File: config.mk
export PLATFORM = sky130hd
export DESIGN_NAME = byte_wide_stager
export DESIGN_NICKNAME = d
export VERILOG_FILES = /design/src/rtl/stager_pkg.sv /design/src/rtl/byte_packer.sv /design/src/rtl/word_fifo.sv /design/src/rtl/line_stager.sv /design/src/rtl/byte_wide_stager.sv
export SDC_FILE = /design/constraint.sdc
export NUM_CORES = 2
export LEC_CHECK = 0
export BUFFER_PORTS_ARGS = -buffer_cell sky130_fd_sc_hd__buf_4
export CAP_MARGIN = 0
export CORE_UTILIZATION = 35
export DETAILED_ROUTE_END_ITERATION = 16
export PLACE_DENSITY = 0.47
export SLEW_MARGIN = 20
export SYNTH_ARGS = -nofsm -noshare
export SYNTH_HDL_FRONTEND = slang
export SYNTH_SLANG_ARGS = --single-unit
File: constraint.sdc
create_clock -name clk -period 5.7 [get_ports clk]
set_clock_uncertainty 0.15 [all_clocks]
set_input_delay 1.425 -clock clk [delete_from_list [all_inputs] [get_ports clk]]
set_output_delay 1.425 -clock clk [all_outputs]
set_load 0.02 [all_outputs]
File: src/rtl/stager_pkg.sv
package stager_pkg;

  // Number of narrow units that fit in one wide unit
  function automatic int unsigned units_per(input int unsigned wide, input int unsigned narrow);
    return wide / narrow;
  endfunction

  // Counter width able to index n distinct values (at least one bit)
  function automatic int unsigned idx_width(input int unsigned n);
    return (n <= 1) ? 1 : $clog2(n);
  endfunction

endpackage

File: src/rtl/byte_packer.sv
module byte_packer
  import stager_pkg::*;
#(
  parameter int unsigned BYTE_W = 8,
  parameter int unsigned WORD_W = 32
) (
  input  logic              clk,
  input  logic              rst,
  input  logic              in_valid,
  input  logic [BYTE_W-1:0] in_byte,
  input  logic              store_full,
  output logic              push,
  output logic [WORD_W-1:0] push_word,
  output logic              overflow
);

  localparam int unsigned LANES = units_per(WORD_W, BYTE_W);
  localparam int unsigned CW    = idx_width(LANES);
  localparam logic [CW-1:0] LAST_LANE = CW'(LANES - 1);

  logic [CW-1:0]               lane_cnt;
  logic [WORD_W-BYTE_W-1:0]    pend;
  logic                        completing;

  assign completing = in_valid && (lane_cnt == LAST_LANE);
  assign push       = completing && !store_full;
  assign push_word  = {in_byte, pend};

  // one holding register per pending lane
  for (genvar g = 0; g < LANES - 1; g++) begin : g_lane
    logic [BYTE_W-1:0] q;
    always_ff @(posedge clk) begin
      if (rst) begin
        q <= '0;
      end else if (in_valid && lane_cnt == CW'(g)) begin
        q <= in_byte;
      end
    end
    assign pend[g*BYTE_W +: BYTE_W] = q;
  end

  always_ff @(posedge clk) begin
    if (rst) begin
      lane_cnt <= '0;
    end else if (in_valid) begin
      if (!completing) begin
        lane_cnt <= lane_cnt + 1'b1;
      end else if (push) begin
        lane_cnt <= '0;
      end
    end
  end

  always_ff @(posedge clk) begin
    if (rst) begin
      overflow <= 1'b0;
    end else if (completing && store_full) begin
      overflow <= 1'b1;
    end
  end

endmodule

File: src/rtl/word_fifo.sv
module word_fifo
  import stager_pkg::*;
#(
  parameter int unsigned WIDTH = 32,
  parameter int unsigned DEPTH = 128
) (
  input  logic                          clk,
  input  logic                          rst,
  input  logic                          push,
  input  logic [WIDTH-1:0]              wdata,
  input  logic                          pop,
  output logic [WIDTH-1:0]              rdata,
  output logic                          full,
  output logic                          empty,
  output logic [idx_width(DEPTH+1)-1:0] count
);

  localparam int unsigned AW = idx_width(DEPTH);
  localparam int unsigned CW = idx_width(DEPTH + 1);
  localparam logic [AW-1:0] LAST_ADDR = AW'(DEPTH - 1);
  localparam logic [CW-1:0] DEPTH_C   = CW'(DEPTH);

  logic [WIDTH-1:0] mem [DEPTH];
  logic [AW-1:0]    wptr;
  logic [AW-1:0]    rptr;

  assign full  = (count == DEPTH_C);
  assign empty = (count == '0);

  // storage without reset so it maps onto block RAM with registered read
  always_ff @(posedge clk) begin
    if (push) begin
      mem[wptr] <= wdata;
    end
    if (pop) begin
      rdata <= mem[rptr];
    end
  end

  always_ff @(posedge clk) begin
    if (rst) begin
      wptr <= '0;
      rptr <= '0;
      count <= '0;
    end else begin
      if (push) begin
        wptr <= (wptr == LAST_ADDR) ? '0 : wptr + 1'b1;
      end
      if (pop) begin
        rptr <= (rptr == LAST_ADDR) ? '0 : rptr + 1'b1;
      end
      case ({push, pop})
        2'b10:   count <= count + 1'b1;
        2'b01:   count <= count - 1'b1;
        default: count <= count;
      endcase
    end
  end

endmodule

File: src/rtl/line_stager.sv
module line_stager
  import stager_pkg::*;
#(
  parameter int unsigned WORD_W = 32,
  parameter int unsigned LINE_W = 256
) (
  input  logic              clk,
  input  logic              rst,
  input  logic              store_empty,
  input  logic [WORD_W-1:0] rd_word,
  input  logic              grant,
  output logic              pop,
  output logic [LINE_W-1:0] line_out,
  output logic              line_full,
  output logic              rd_strobe
);

  localparam int unsigned WORDS = units_per(LINE_W, WORD_W);
  localparam int unsigned SW    = idx_width(WORDS);
  localparam int unsigned IW    = idx_width(WORDS + 1);
  localparam logic [SW-1:0] LAST_SLOT = SW'(WORDS - 1);
  localparam logic [IW-1:0] WORDS_C   = IW'(WORDS);

  logic [IW-1:0] issued;
  logic [SW-1:0] wsel;
  logic          rd_valid;
  logic          take;

  assign take = grant && line_full;
  assign pop  = !line_full && (issued != WORDS_C) && !store_empty;

  // one register per 32-bit slot of the line
  for (genvar g = 0; g < WORDS; g++) begin : g_slot
    logic [WORD_W-1:0] q;
    always_ff @(posedge clk) begin
      if (rst) begin
        q <= '0;
      end else if (rd_valid && wsel == SW'(g)) begin
        q <= rd_word;
      end
    end
    assign line_out[g*WORD_W +: WORD_W] = q;
  end

  always_ff @(posedge clk) begin
    if (rst) begin
      rd_valid <= 1'b0;
    end else begin
      rd_valid <= pop;
    end
  end

  always_ff @(posedge clk) begin
    if (rst) begin
      issued <= '0;
    end else if (take) begin
      issued <= '0;
    end else if (pop) begin
      issued <= issued + 1'b1;
    end
  end

  always_ff @(posedge clk) begin
    if (rst) begin
      wsel <= '0;
    end else if (rd_valid) begin
      wsel <= (wsel == LAST_SLOT) ? '0 : wsel + 1'b1;
    end
  end

  always_ff @(posedge clk) begin
    if (rst) begin
      line_full <= 1'b0;
    end else if (take) begin
      line_full <= 1'b0;
    end else if (rd_valid && wsel == LAST_SLOT) begin
      line_full <= 1'b1;
    end
  end

  always_ff @(posedge clk) begin
    if (rst) begin
      rd_strobe <= 1'b0;
    end else begin
      rd_strobe <= take;
    end
  end

endmodule

File: src/rtl/byte_wide_stager.sv
module byte_wide_stager
  import stager_pkg::*;
#(
  parameter int unsigned BYTE_W    = 8,
  parameter int unsigned WORD_W    = 32,
  parameter int unsigned LINE_W    = 256,
  parameter int unsigned FIFO_BITS = 4096
) (
  input  logic              clk,
  input  logic              rst,
  input  logic              in_valid,
  input  logic [BYTE_W-1:0] in_byte,
  input  logic              grant,
  output logic [LINE_W-1:0] line_out,
  output logic              line_full,
  output logic              rd_strobe,
  output logic              err_overflow
);

  localparam int unsigned DEPTH = units_per(FIFO_BITS, WORD_W);
  localparam int unsigned CNTW  = idx_width(DEPTH + 1);

  logic              push;
  logic [WORD_W-1:0] push_word;
  logic              pop;
  logic [WORD_W-1:0] rd_word;
  logic              store_full;
  logic              store_empty;
  logic [CNTW-1:0]   fifo_count;

  byte_packer #(
    .BYTE_W (BYTE_W),
    .WORD_W (WORD_W)
  ) u_packer (
    .clk        (clk),
    .rst        (rst),
    .in_valid   (in_valid),
    .in_byte    (in_byte),
    .store_full (store_full),
    .push       (push),
    .push_word  (push_word),
    .overflow   (err_overflow)
  );

  word_fifo #(
    .WIDTH (WORD_W),
    .DEPTH (DEPTH)
  ) u_store (
    .clk   (clk),
    .rst   (rst),
    .push  (push),
    .wdata (push_word),
    .pop   (pop),
    .rdata (rd_word),
    .full  (store_full),
    .empty (store_empty),
    .count (fifo_count)
  );

  line_stager #(
    .WORD_W (WORD_W),
    .LINE_W (LINE_W)
  ) u_line (
    .clk         (clk),
    .rst         (rst),
    .store_empty (store_empty),
    .rd_word     (rd_word),
    .grant       (grant),
    .pop         (pop),
    .line_out    (line_out),
    .line_full   (line_full),
    .rd_strobe   (rd_strobe)
  );

endmodule

==> impl_results.md <==
* Status: complete, no violations
* Fin nets at 9345
* Total CTS buffers at 462
* Synthesis-to-layout area growth at 16.6%
* DRC viols at 0
* Synth async-reset ratio at 0%
* Hold_buf cts at 0
* IO Port Bufs at 270
* DR WL met3 at 38500 um
* Top_reg_cell synth: edfxtp_1
* RR Endpoint: u_store.rdata[22]
* DRT met1 WL at 239000 um
* # setup viols final at 0
* Worst Hold Class: reg -> reg
* Yosys reg bits at 4443
* CP bufs+invs at 2
* DR pass1 iterations at 5
* CP arrival at 5190 ps
* Max Freq at 218 MHz
* RePlAce Congestion at 0.835
* Most common cell after layout, fill and taps aside: edfxtp_1
* CP max stage cell: dfxtp_4
* Commonest non-fill, non-tap cells in the layout: edfxtp_1, mux4_2, buf_4, nand2_1, mux2i_1
* Initial DRC count at 10.7k
* # rows at 255
* Sequential share of the synthesized area at 76.9%
* Total GRT Usage at 21.9%
* CP Launch Type: flip-flop
* Via count at 89.5k
* Critical-path cell list: buf_12, buf_4, mux4_2, a221oi_1, nand3_1, a21oi_1, a22oi_1
* Largest net degree at the start of global routing at 131
* Part of the cycle the worst path needs at 80.5%
* Per-cell routed wire length at 33.9 um
* Warnings from Yosys at 0
* Rel. slew slack at 19.2%
* Die width at 698 um
* Worst-path maximum fanout at 48
* Syn Nets at 8664
* Worst setup startpoint: u_store.rptr[1]
* Total gr overflow at 0
* Fin. Hold Viols at 0
* Post-synth EDFFs at 4128
* Post-detailed-placement half-perimeter wirelength at 337000 um
* Critical Setup Path Class: reg -> reg
* Slowest stage delay, CP at 910 ps
* Clk sinks at 4443
* Synth Instances at 8630
* Reg clk slew, reported paths at 60 ps
* R2r setup slk at 1110 ps
* WL met2 at 255000 um
* Layout cell share with drive strength beyond 1 at 26.0%
* CP Data Required Time at 6300 ps
* Leak at 62.2 nW
* Final worst path period need at 4590 ps
* Root Buffer Master: clkbuf_16
* Initial antenna violation count at 44
* CP delay by family, top: compound AO/OA/AOI/OAI gates
* WP depth at 7
* Vias in the first global route at 88.1k
* Vias per cell at 5.54
* Top cells by area, synth: edfxtp_1, mux4_2, dfxtp_1, mux2i_1, nand2_1
* CP endpoint kind: flip-flop
* CTS-repair resized insts at 0
* Core area at 482000 um2
* Syn_area_per_cell at 19.6 um2
* Die ar. at 487000 um2
* Routed Antenna Nets at 0
* Max_cap viols at 0
* Top cell type's share of synthesized area at 73.2%
* Slew of the pin with the lowest slew margin at 1210 ps
* PD cells at 428 nW/um2
* IO Pins at 271
* Clk Latency, worst-skew pair at 1040 ps
* TritonCTS clock tree: yes
* Critical Path End: u_store.rdata[22]
* Setup bufs post-CTS at 0
* Max VDD drop at 0.325 mV
* RSZ-0062 raised after global routing: no
* Setup TNS at 0 ps
* Max-slew violation count at 0
* Initial Util at 35.1%
* Netlist cell types at 70
* Die Y at 698 um
* Synth area leader: edfxtp_1
* Design Power at 0.0845 W
* Htree depth at 5
* First-pass GRT wire length at 747000 um
* Post-Syn Area at 169000 um2
* Reg2Reg Launch Point: u_store.rptr[1]
* Clock buffer depth at 4
* DR top layer: met5
* Post-Route WL at 548000 um
* Reg2reg path depth at 7
[stage by stage]
step	area [um2]	util [%]	worst slack (ps)	hold WS [ps]	instances
floorplan	169000	-	1020	322	8630
global placement	182000	37.8	728	292	15300
detailed placement	182000	37.8	713	297	15300
CTS	197000	40.9	1080	306	16100
global route	197000	41.0	1150	318	16100
finish	198000	41.0	1110	303	16200
[registers in the layout, indices dropped and copies added, names as in the netlist]
name / count
u_line.g_slot.q: 256
u_packer.overflow: 1
u_packer.g_lane.q: 24
u_store.rptr: 7
u_store.wptr: 7
u_line.wsel: 3
u_line.rd_valid: 1
u_line.issued: 4
u_store.mem: 4096
u_store.rdata: 32
u_line.rd_strobe: 1
u_packer.lane_cnt: 2
u_store.count: 8
u_line.line_full: 1
[kinds of logic after synthesis]
family                   share of synthesized area [%]
adder cells (fa/ha/maj)                          0.167
multiplexers                                      13.9
buffers and inverters                             1.89
flip-flops                                        76.9
XOR/XNOR                                        0.0930
AND/OR/NAND/NOR                                   2.57
AO/OA/AOI/OAI                                     4.50
[per-layer routing]
layer	track usage, %	vias to the layer above
met5	0	-
met4	5.61	4
met3	3.38	633
met2	34.8	3692
met1	31.7	48500
li1	-	36600
[worst reg2reg max path: stages (launching register included)]
cell      delay, ps
dfxtp_4         910
buf_12          380
buf_4           470
mux4_2          380
a221oi_1        710
nand3_1         450
a21oi_1         660
a22oi_1         190
[worst min-delay path by stage]
stage | cells past startpoint | from | endpoint
CTS | 2 | u_line.g_slot[6].q[14] | u_line.g_slot[6].q[14]
global placement | 2 | u_line.g_slot[7].q[9] | u_line.g_slot[7].q[9]
global route | 2 | u_line.g_slot[1].q[25] | u_line.g_slot[1].q[25]
floorplan | 2 | u_line.issued[3] | u_line.issued[3]
finish | 2 | u_line.g_slot[3].q[10] | u_line.g_slot[3].q[10]
detailed placement | 2 | u_line.g_slot[1].q[25] | u_line.g_slot[1].q[25]
[power breakdown]
part | internal [W] | leakage [nW] | total, W | switching [W]
Combinational | 0.00692 | 14.2 | 0.0172 | 0.0103
Clock | 0.0172 | 7.35 | 0.0301 | 0.0129
Sequential | 0.0359 | 40.7 | 0.0371 | 0.00123
Total | 0.0600 | 62.2 | 0.0845 | 0.0245
[synthesized netlist by cell type (all sizes together) (3+ instances only)]
master and count:
o211ai 32, and3 5, a22o 44, mux2 58, buf 309, o2111ai 7, nand2b 8, o32a 19
a31oi 13, a21o 5, xnor2 9, clkbuf 241, nand3b 4, inv 14, o22ai 79, nor2b 15
a211o 10, o221ai 59, o21ai 90, nor3 23, a311oi 3, and2 11, mux2i 502, a32oi 10
a2111oi 40, ha 21, or3 6, a22oi 173, nand2 695, nor2 212, a211oi 56, xor2 9
a221o 7, dfxtp 315, nand4 16, mux4 793, nor4 3, edfxtp 4128, o22a 5, a221oi 49
a21oi 448, nand3 63
[cell type report]
class                      count  area, um2
fill                       42600     285000
sequential                  4443     130000
multi-input combinational   3622      37200
clock buffer                 600      12400
tap                         6425       8040
timing repair buffer         767       6750
clock inverter               263       2580
inverter                      15       61.3
antenna                       21       52.6
Power figures use the tool's default switching activity.
